--- config.mk ---
export PLATFORM = sky130hd
export DESIGN_NAME = otc_clear_dma
export DESIGN_NICKNAME = d
export VERILOG_FILES = /design/src/rtl/otc_pkg.sv /design/src/rtl/otc_regs.sv /design/src/rtl/otc_walker.sv /design/src/rtl/otc_clear_dma.sv
export SDC_FILE = /design/constraint.sdc
export NUM_CORES = 1
export LEC_CHECK = 0
export BUFFER_PORTS_ARGS = -buffer_cell sky130_fd_sc_hd__buf_2
export CAP_MARGIN = 40
export CORE_MARGIN = 2
export CORE_UTILIZATION = 50
export CTS_CLUSTER_SIZE = 40
export DETAILED_ROUTE_END_ITERATION = 8
export MAX_ROUTING_LAYER = met4
export PLACE_DENSITY = 0.71
export SKIP_LAST_GASP = 1
export SYNTH_ARGS = -nofsm -noshare
export SYNTH_HDL_FRONTEND = slang
export SYNTH_HIERARCHICAL = 1
export SYNTH_SLANG_ARGS = --single-unit
--- constraint.sdc ---
create_clock -name clk -period 3.7 [get_ports clk]
set_input_delay 0.185 -clock clk [delete_from_list [all_inputs] [get_ports clk]]
set_output_delay 0.185 -clock clk [all_outputs]
set_load 0.02 [all_outputs]
--- src/rtl/otc_pkg.sv ---
package otc_pkg;

    localparam logic [31:0] JOB_PATTERN = 32'h1100_0002;
    localparam logic [31:0] CTRL_CLEAR  = 32'h1100_0000;
    localparam int          GO_BIT      = 24;
    localparam logic [31:0] END_MARKER  = 32'h00FF_FFFF;
    localparam logic [31:0] PTR_MASK    = 32'h00FF_FFFF;

    localparam logic [1:0] SEL_ADDR  = 2'd0;
    localparam logic [1:0] SEL_COUNT = 2'd1;
    localparam logic [1:0] SEL_CTRL  = 2'd2;

    typedef enum logic [1:0] {
        ST_IDLE,
        ST_RUN,
        ST_FIN
    } walk_state_t;

    typedef struct packed {
        logic        last;
        logic [31:0] data;
    } wr_beat_t;

    // Entries to write: requested count clipped to the room above the floor,
    // never fewer than one (the marker).
    function automatic logic [31:0] entry_total(input logic [31:0] req,
                                                input logic [31:0] room);
        if (req == 32'd0 || room == 32'd0)
            return 32'd1;
        else if (req > room)
            return room;
        else
            return req;
    endfunction

endpackage

--- src/rtl/otc_regs.sv ---
module otc_regs
    import otc_pkg::*;
#(
    parameter int ADDR_W = 24
) (
    input  logic              clk,
    input  logic              rst,
    input  logic              reg_wr_en,
    input  logic [1:0]        reg_sel,
    input  logic [31:0]       reg_wdata,
    input  logic              busy_i,
    input  logic              done_i,
    output logic [ADDR_W-3:0] start_word_o,
    output logic [31:0]       count_o,
    output logic [31:0]       ctrl_o,
    output logic              launch_o,
    output logic              irq_o
);
    localparam int AW = ADDR_W - 2;

    logic [AW-1:0] addr_q;
    logic [31:0]   cnt_q;
    logic [31:0]   ctrl_q;
    logic          irq_q;
    logic          wr_ok;

    assign wr_ok    = reg_wr_en && !busy_i;
    assign launch_o = wr_ok && (reg_sel == SEL_CTRL) && reg_wdata[GO_BIT];

    always_ff @(posedge clk) begin
        if (rst) begin
            addr_q <= '0;
            cnt_q  <= '0;
            ctrl_q <= '0;
            irq_q  <= 1'b0;
        end else begin
            irq_q <= done_i;
            if (done_i) begin
                ctrl_q <= ctrl_q & ~CTRL_CLEAR;
            end else if (wr_ok) begin
                case (reg_sel)
                    SEL_ADDR:  addr_q <= reg_wdata[ADDR_W-1:2];
                    SEL_COUNT: cnt_q  <= reg_wdata;
                    SEL_CTRL:  ctrl_q <= reg_wdata;
                    default:   ;
                endcase
            end
        end
    end

    assign start_word_o = addr_q;
    assign count_o      = cnt_q;
    assign ctrl_o       = ctrl_q;
    assign irq_o        = irq_q;


    busy_hold_chk: assert property (@(posedge clk) disable iff (rst)
        (busy_i && reg_wr_en) |=> ($stable(addr_q) && $stable(cnt_q)));

endmodule

--- src/rtl/otc_walker.sv ---
module otc_walker
    import otc_pkg::*;
#(
    parameter int          ADDR_W = 24,
    parameter int unsigned MEM_LO = 32'h0000_1000,
    parameter int unsigned MEM_HI = 32'h0020_0000
) (
    input  logic              clk,
    input  logic              rst,
    input  logic              launch_i,
    input  logic [31:0]       launch_ctrl_i,
    input  logic [ADDR_W-3:0] start_word_i,
    input  logic [31:0]       count_i,
    input  logic              mem_wr_ready,
    output logic              mem_wr_valid,
    output logic [ADDR_W-1:0] mem_wr_addr,
    output logic [31:0]       mem_wr_data,
    output logic              busy_o,
    output logic              done_o
);
    localparam int            AW   = ADDR_W - 2;
    localparam logic [AW-1:0] LO_W = AW'(MEM_LO >> 2);
    localparam logic [AW-1:0] HI_W = AW'(MEM_HI >> 2);

    walk_state_t   state_q;
    logic [AW-1:0] cur_q;
    logic [31:0]   rem_q;
    logic          addr_ok;
    logic          job_ok;
    logic [AW-1:0] room;
    logic [31:0]   total;
    wr_beat_t      beat;

    assign addr_ok = (start_word_i >= LO_W) && (start_word_i < HI_W);
    assign job_ok  = addr_ok && (launch_ctrl_i == JOB_PATTERN);
    assign room    = start_word_i - LO_W;
    assign total   = entry_total(count_i, 32'(room));

    always_comb begin
        beat.last = (rem_q == 32'd1);
        if (beat.last)
            beat.data = END_MARKER;
        else
            beat.data = 32'({cur_q - AW'(1), 2'b00}) & PTR_MASK;
    end

    always_ff @(posedge clk) begin
        if (rst) begin
            state_q <= ST_IDLE;
            cur_q   <= '0;
            rem_q   <= '0;
        end else begin
            case (state_q)
                ST_IDLE: begin
                    if (launch_i) begin
                        if (job_ok) begin
                            cur_q   <= start_word_i;
                            rem_q   <= total;
                            state_q <= ST_RUN;
                        end else begin
                            state_q <= ST_FIN;
                        end
                    end
                end
                ST_RUN: begin
                    if (mem_wr_ready) begin
                        if (beat.last) begin
                            state_q <= ST_FIN;
                        end else begin
                            cur_q <= cur_q - AW'(1);
                            rem_q <= rem_q - 32'd1;
                        end
                    end
                end
                default: state_q <= ST_IDLE;
            endcase
        end
    end

    assign mem_wr_valid = (state_q == ST_RUN);
    assign mem_wr_addr  = {cur_q, 2'b00};
    assign mem_wr_data  = beat.data;
    assign busy_o       = (state_q != ST_IDLE);
    assign done_o       = (state_q == ST_FIN);


    stall_hold_chk: assert property (@(posedge clk) disable iff (rst)
        (mem_wr_valid && !mem_wr_ready) |=>
            (mem_wr_valid && $stable(mem_wr_addr) && $stable(mem_wr_data)));


    step_down_chk: assert property (@(posedge clk) disable iff (rst)
        (mem_wr_valid && mem_wr_ready && mem_wr_data != END_MARKER) |=>
            (mem_wr_valid && mem_wr_addr == $past(mem_wr_addr) - ADDR_W'(4)));


    marker_last_chk: assert property (@(posedge clk) disable iff (rst)
        (mem_wr_valid && mem_wr_ready && mem_wr_data == END_MARKER) |=> !mem_wr_valid);


    bad_pattern_chk: assert property (@(posedge clk) disable iff (rst)
        (launch_i && launch_ctrl_i != JOB_PATTERN) |=> (!mem_wr_valid && busy_o));


    bad_addr_chk: assert property (@(posedge clk) disable iff (rst)
        (launch_i && !addr_ok) |=> !mem_wr_valid);

endmodule

--- src/rtl/otc_clear_dma.sv ---
module otc_clear_dma
    import otc_pkg::*;
#(
    parameter int          ADDR_W = 24,
    parameter int unsigned MEM_LO = 32'h0000_1000,
    parameter int unsigned MEM_HI = 32'h0020_0000
) (
    input  logic              clk,
    input  logic              rst,
    input  logic              reg_wr_en,
    input  logic [1:0]        reg_sel,
    input  logic [31:0]       reg_wdata,
    output logic              mem_wr_valid,
    output logic [ADDR_W-1:0] mem_wr_addr,
    output logic [31:0]       mem_wr_data,
    input  logic              mem_wr_ready,
    output logic              busy,
    output logic              irq,
    output logic [31:0]       ctrl_out
);
    logic [ADDR_W-3:0] start_word;
    logic [31:0]       count;
    logic              launch;
    logic              done;

    otc_regs #(.ADDR_W(ADDR_W)) u_regs (
        .clk         (clk),
        .rst         (rst),
        .reg_wr_en   (reg_wr_en),
        .reg_sel     (reg_sel),
        .reg_wdata   (reg_wdata),
        .busy_i      (busy),
        .done_i      (done),
        .start_word_o(start_word),
        .count_o     (count),
        .ctrl_o      (ctrl_out),
        .launch_o    (launch),
        .irq_o       (irq)
    );

    otc_walker #(.ADDR_W(ADDR_W), .MEM_LO(MEM_LO), .MEM_HI(MEM_HI)) u_walker (
        .clk          (clk),
        .rst          (rst),
        .launch_i     (launch),
        .launch_ctrl_i(reg_wdata),
        .start_word_i (start_word),
        .count_i      (count),
        .mem_wr_ready (mem_wr_ready),
        .mem_wr_valid (mem_wr_valid),
        .mem_wr_addr  (mem_wr_addr),
        .mem_wr_data  (mem_wr_data),
        .busy_o       (busy),
        .done_o       (done)
    );


    irq_idle_chk: assert property (@(posedge clk) disable iff (rst)
        irq |-> (!busy && ctrl_out[24] == 1'b0 && ctrl_out[28] == 1'b0));


    busy_rise_chk: assert property (@(posedge clk) disable iff (rst)
        $rose(busy) |-> $past(launch));

endmodule

; ---- Word level (Yosys, flattened, before mapping)
; Cells that the tools add are included.
[word_totals]
ff_bits = 143
latchBits = 0
mem_bits_rw = 0
rom_bits = 0
wordCells = 64
mem_count = 0
[classes]
n_addsub = 3
multipliers = 0
div = 0
order_cmp = 3
n_eq_ne = 11
shift = 0
n_mux = 18
bitwise_logic = 1
reduce_logical = 20
[ops]
columns = operator, count
row1 = two-way mux 32 bit, 6
row2 = two-way mux 22 bit, 4
row3 = case mux 32 bit (2 select lines), 1
row4 = case mux 22 bit (2 select lines), 1
row5 = "== test 32 x 1 -> 1 bit, second input constant", 1
row6 = "== test 32 x 29 -> 1 bit, second input constant", 1
row7 = greater-than comparator 32 x 22 -> 1 bit, 1
row8 = logical NOT 32 bit, 1
row9 = "subtractor 32 x 1 -> 32 bit, second input constant", 1
row10 = two-way mux 24 bit, 1
row11 = ">= comparator 22 x 11 -> 1 bit, second input constant", 1
row12 = logical NOT 22 bit, 1
row13 = "< comparator 22 x 20 -> 1 bit, second input constant", 1
row14 = "subtractor 22 x 1 -> 22 bit, second input constant", 1
row15 = "subtractor 22 x 11 -> 22 bit, second input constant", 1
row16 = AND reduction 3 bit, 4
row17 = two-way mux 2 bit, 4
row18 = "inequality test 2 x 1 -> 1 bit, second input constant", 3
row19 = logical AND 1 bit, 5
row20 = AND reduction 5 bit, 1
row21 = "== test 2 x 1 -> 1 bit, second input constant", 2
row22 = "== test 2 bit, second input constant", 2
row23 = logical NOT 2 bit, 2
row24 = "inequality test 2 bit, second input constant", 2
row25 = other kinds (7), 8

; ---- Longest topological paths before layout
[depth]
word_depth = 7
mapped_depth = 17

; ---- Cells and area by module
; Netlist, hierarchy kept.
[modules_own_cells]
columns = mod, instances, cells_per_inst, area_each_um2, seq_area_each_um2
row1 = otc_walker, 1, 759, 5178.7, 1121.1
row2 = otc_regs, 1, 324, 3542.1, 1741.7

; ---- Least setup slack after synthesis
; No wires, ideal clock.
[synth_timing]
path_type = register -> register
from = register u_regs.addr_q[10] (netlist: u_regs/start_word_o[10])
to = register u_walker.rem_q[16]
setup_ns = 0.069
arrival_time_ns = 3.261
setup_slack_ns = 0.370
stages_incl_launch_ff = 16
path_buffers = 2
synth_period_minus_slack_ns = 3.330
path_cell_list = dfxtp_1 -> inv_1 -> ha_1 -> nand2b_1 -> clkbuf_1 -> nor2_1 -> xnor2_1 -> ha_1 -> nand4_1 -> or4_1 -> nor4_1 -> a211o_1 -> clkbuf_1 -> a21boi_0 -> a221o_1 -> o21ai_1
[synth_between]
elab_chain_cells = 7
elab_cells_between_ends = 15
classes_between = add/sub: 1 / order compare: 3 / eq/ne: 1 / mux: 5 / reduce/logical: 5
[synth_rtl]
columns = item, line_no
row1 = from (decl), otc_regs.sv:21  ; logic [AW-1:0] addr_q;
row2 = from (signal assigned), otc_regs.sv:42  ; SEL_ADDR: addr_q <= reg_wdata[ADDR_W-1:2];
row3 = subtractor 22 x 11 -> 22 bit, otc_walker.sv:36  ; assign room = start_word_i - LO_W;
row4 = greater-than comparator 32 x 22 -> 1 bit / logical NOT 22 bit (equally long branches), "otc_pkg.sv:30, otc_pkg.sv:28"
row5 = two-way mux 32 bit / logical OR 1 bit (equally long branches), "otc_pkg.sv:30, otc_pkg.sv:28"
row6 = two-way mux 32 bit, otc_pkg.sv:28  ; if (req == 32'd0 || room == 32'd0)
row7 = two-way mux 32 bit, otc_walker.sv:56  ; if (job_ok) begin
row8 = two-way mux 32 bit, otc_walker.sv:55  ; if (launch_i) begin
row9 = case mux 32 bit (2 select lines), otc_walker.sv:53  ; case (state_q)
row10 = to (signal assigned), otc_walker.sv:58  ; rem_q <= total;
row11 = to (signal assigned), otc_walker.sv:71  ; rem_q <= rem_q - 32'd1;
row12 = to (decl), otc_walker.sv:27  ; logic [31:0] rem_q;
; Parallel ways exist; a longest one is shown, timed or not. The select of a mux whose other input is x is not followed.
; A chain may end at the register's enable or synchronous reset.

; ---- Worst setup path after layout
[layout_timing]
from = register u_walker.cur_q[0]
to = output mem_wr_data[23]
[layout_between]
elab_chain_cells = 2
[layout_rtl]
columns = item, line_no
row1 = from (decl), otc_walker.sv:26  ; logic [AW-1:0] cur_q;
row2 = from (signal assigned), otc_walker.sv:57  ; cur_q <= start_word_i;
row3 = from (signal assigned), otc_walker.sv:70  ; cur_q <= cur_q - AW'(1);
row4 = subtractor 22 x 1 -> 22 bit, otc_walker.sv:44  ; beat.data = 32'({cur_q - AW'(1), 2'b00}) & PTR_MASK;
row5 = two-way mux 24 bit, otc_walker.sv:41  ; if (beat.last)
row6 = to (decl), otc_clear_dma.sv:15  ; output logic [31:0] mem_wr_data,
; No other way between the ends.

==> results <==
- The vias after detailed routing is 8241.
- Cells fill 58.8% of the core in the end.
- The post-synthesis adder-cell area fraction is 3.16%.
- STA puts the critical path data required time at 3510 ps.
- For this run, the detailed router's first-pass iteration total came to 5.
- In this run, post-CTS hold repair placed 0 buffers.
- The fraction of post-synthesis cell area in the top cell type by area is 32.8%.
- The repair_antennas step left the layout with diodes totalling 0.
- The part of the Yosys area used for sequential elements is around a third.
- The terminating pin of the worst hold path is u_regs/count_o[25].
- In this run the power density over the cells is 429 nW/um^2.
- The synthesized flop and latch total is 143.
- Adding up every negative setup slack in the final design gives 0 ps.
- The worst register-to-register path ends at u_walker/rem_q[4].
- The core region is approximately 17000 sq um.
- Clock tree synthesis inserted a total of 17 buffers.
- The count of buffers from port buffering is 118.
- The weighted congestion at the end of routability-driven global placement is slightly below 1.
- Across the routed clock network, the largest skew measured is 14.1 ps.
- In this run the horizontal extent of the chip is 136 um.
- The post-detailed-route count of antenna-violating nets is 0.
- After the last flow step, the layout net total stands at approximately 1200.
- Setup repair after global routing could not meet its margin everywhere.
- The number of core rows is 48.
- The total routed wirelength is 24700 um.
- The critical path startpoint category is a flop.
- Compared with the post-synthesis result, the final layout area differs by 15.8%.
- The clock network latency to the later pin of the worst-skew pair is around 440 ps.
- The total of endpoints with negative setup slack in the final report is 0.
- Across the run, the number of max-cap violations was 0.
- The top-level port count is ~130.
- The clock tree synthesis step divided the H-tree into 4 levels.
- In this run, distinct cell masters in the synthesized netlist total 71.
- In the routed design, unresolved DRC markers number 0.
- The tree is rooted in a clkbuf_16.
- The biggest area consumer among synthesized cells is dfxtp_1.
- The routed length per placed instance is 17.5 um.
- In this run the tightest slew margin relative to its limit is 46.8%.
- After synthesis, the largest family of logic cells by area is simple AND/OR/NAND/NOR gates.
- The synthesized netlist devotes 3.53% of its cell area to XOR and XNOR gates.
- For this run, the number of Yosys warnings is 6.
- The number of standard cells in the final layout excluding fillers is between 1000 and 1500.
- The startpoint of the most critical hold path is reg_wdata[25].
- The type of the setup path with the least slack is reg -> out.
- In this run, placement finished with an instance count of 1377.
- The die height is ~140 um.
- The launching point of the worst reg2reg path is u_regs/start_word_o[10].
- The clock net in this run drives a total of 143 sinks.
- The highest ir drop seen on vdd is 0.000349 V.
- The number of design-rule violations left by the first detailed-router iteration is 765.
- By area the synthesized netlist is led by dfxtp_1 33%, mux2i_1 9.9%, nand2b_1 9.1%.
- The clock-pin slew reported for the worst setup and hold paths after clock tree synthesis is 70 ps.
- The commonest cells after synthesis are 143 x dfxtp_1, 127 x nand2b_1, 92 x nand2_1.
- Fill cells in the final layout number 1554.
- The via density per instance is 5.84.
- The post-route fraction of the period consumed by the critical path is 96.6%.
- The run finished with clean final reports.
- The via count of the first global-routing pass is 7451.
- The number of cells on the worst reg-to-reg path is 15.
- Entering global routing, the biggest net connects 172 pins.
- The longest clock path from root to sink contains 2 buffers.
- The primary flip-flop cell chosen by synthesis mapping is dfxtp_1.
- The kind of end point of the critical path is an output pin.
- The minimum period implied by the final worst setup slack is about 3600 ps.
- For this run, asynchronously set or reset flops after synthesis account for 0%.
- The initial utilization of the core area, before any placement, comes to approximately half.
- The final global-route overflow total is 0.
- The arrival time reported for the critical path endpoint is about 3400 ps.
- The most common cell in the synthesized netlist is dfxtp_1.
- The instance count of the mapped netlist is 1083.
- The full die area is 18500 sq um.
- The count of final hold-check violations was 0.
- Global routing used 27.7% of the available tracks.
- The TritonCTS clock tree is done.
- The max-slew violation total from the final report is 0.
- The per-instance average area after synthesis is 8.05 sq um.
- The maximum operating frequency is approximately 0.28 GHz.
- Along the worst hold path, the cell count comes to 3.
- The fraction of synthesized area in multiplexers is about a tenth.
- The compound-gate portion of the synthesized area is 16.2%.
- The static leakage is about 4.4 nW.
- The actual slew at the worst max-slew pin is around 800 ps.
- The initial antenna violation count is 0.
- The largest fanout on the critical path is 5.
- Counting flops with a built-in enable in the synthesized netlist gives 0.
- The worst min-delay path category is in -> reg.
- The total standard cell area after synthesis is 8720 sq um.
- For flop-to-flop paths, the worst setup slack is 170 ps.
- The wire-length estimate of the detail-placed layout is 17200 um.
- Of the total synthesized cell area, the portion taken by AND, OR, NAND and NOR gates is ~28%.
- The first global-routing pass estimated 39100 um of wire.
- The share of layout cells above drive strength 1 is 17.4%.
cells by family after synthesis:
| family | after synthesis |
|---|---|
| other cells | 1 |
| simple gates | 456 |
| buf+inv | 111 |
| mux | 86 |
| xor+xnor | 32 |
| compound gates | 232 |
| flops | 143 |
| fa+ha+maj | 22 |
where the power goes:
| group | switching [mW] | total [mW] | internal [mW] |
|---|---|---|---|
| clock | 0.782 | 1.76 | 0.983 |
| sequential | 0.0634 | 1.65 | 1.59 |
| combinational | 0.574 | 0.918 | 0.344 |
sequential cells by signal, indices dropped and copies added (netlist names):
signal and flops:
u_walker/rem_q 32, u_walker/state_q 2, u_regs/irq_o 1, u_regs/count_o 32, u_walker/cur_q 22, u_regs/start_word_o 22
u_regs/ctrl_o 32
stage by stage:
step	worst slack [ps]	power [mW]	hold slack (ps)	cell area [sq um]
final	125	4.33	53.6	10100
after global routing	-72.0	4.52	55.7	10100
after CTS	34.0	4.33	40.4	10100
after detailed placement	128	2.57	463	9470
after global placement	256	2.56	461	9450
after floorplan	370	2.34	340	8750
worst max-delay path: stages (launching register included):
cell and delay [ps]:
dfxtp_1 340, or3_4 430, or4b_1 550, or3_1 410, nor3_2 180, nand2b_1 160, or4_1 490, xor2_1 170
nand2_1 60, buf_2 160
cells in the final DEF, fill, tap and decap left out, types with 7 or more instances in the layout:
cell type  synthesis  routed
buf_2              5     117
nor3_1            40      38
nor2_1            73      73
nand2_1           92      92
a21oi_1           90      89
clkbuf_16          0      17
inv_1             25      25
mux2i_1           86      86
or4_1              7       7
a21o_1            16      16
conb_1             1      10
nor4_1            27      27
a22oi_1            9       9
nand4_1           10      10
or3_1             11      10
dfxtp_1          143     142
nand3_1           20      20
buf_4             13      29
o22ai_1           11      11
nand2b_1         127     125
ha_1              22      22
xnor2_1           15      15
o21ai_0           53      53
nor2b_1            9       9
xor2_1            15      15
per-layer routing:
layer,wire (um),part of all wire (%),track usage (%),up-vias
li1,-,-,-,4024
met3,1390,5.6,4.55,56
met1,11600,47,38.0,3877
met5,0,0,-,-
met2,11000,44,40.5,284
met4,741,3.0,11.5,0
area by class of cell:
| type | count | area (sq um) | share of cell area [%] |
|---|---|---|---|
| Clock inverter | 14 | 160 | 1.59 |
| Timing Repair Buffer | 149 | 863 | 8.55 |
| Multi-Input combinational cell | 838 | 5400 | 53.4 |
| Clock buffer | 18 | 439 | 4.35 |
| Sequential cell | 143 | 2860 | 28.4 |
| Inverter | 25 | 93.8 | 0.929 |
| Tap cell | 225 | 282 | 2.79 |
repair_timing:
action	in CTS	in global routing
setup buffers	0	3
endpoints found under the setup margin	0	27
hold endpoints to repair	0	0
gates resized for setup	0	5
worst max path at each step:
stage,start,endpoint,slack (ps)
5_1_grt,u_regs/start_word_o[10],u_walker/rem_q[4],-70
6_report,u_walker/cur_q[0],mem_wr_data[23],120
2_1_floorplan,u_regs/start_word_o[10],u_walker/rem_q[16],370
3_5_place_dp,u_regs/start_word_o[10],u_walker/rem_q[4],130
4_1_cts,u_walker/cur_q[0],mem_wr_data[23],30
3_3_place_gp,u_regs/start_word_o[10],u_walker/rem_q[4],260
(Power assumes the default switching activity.)
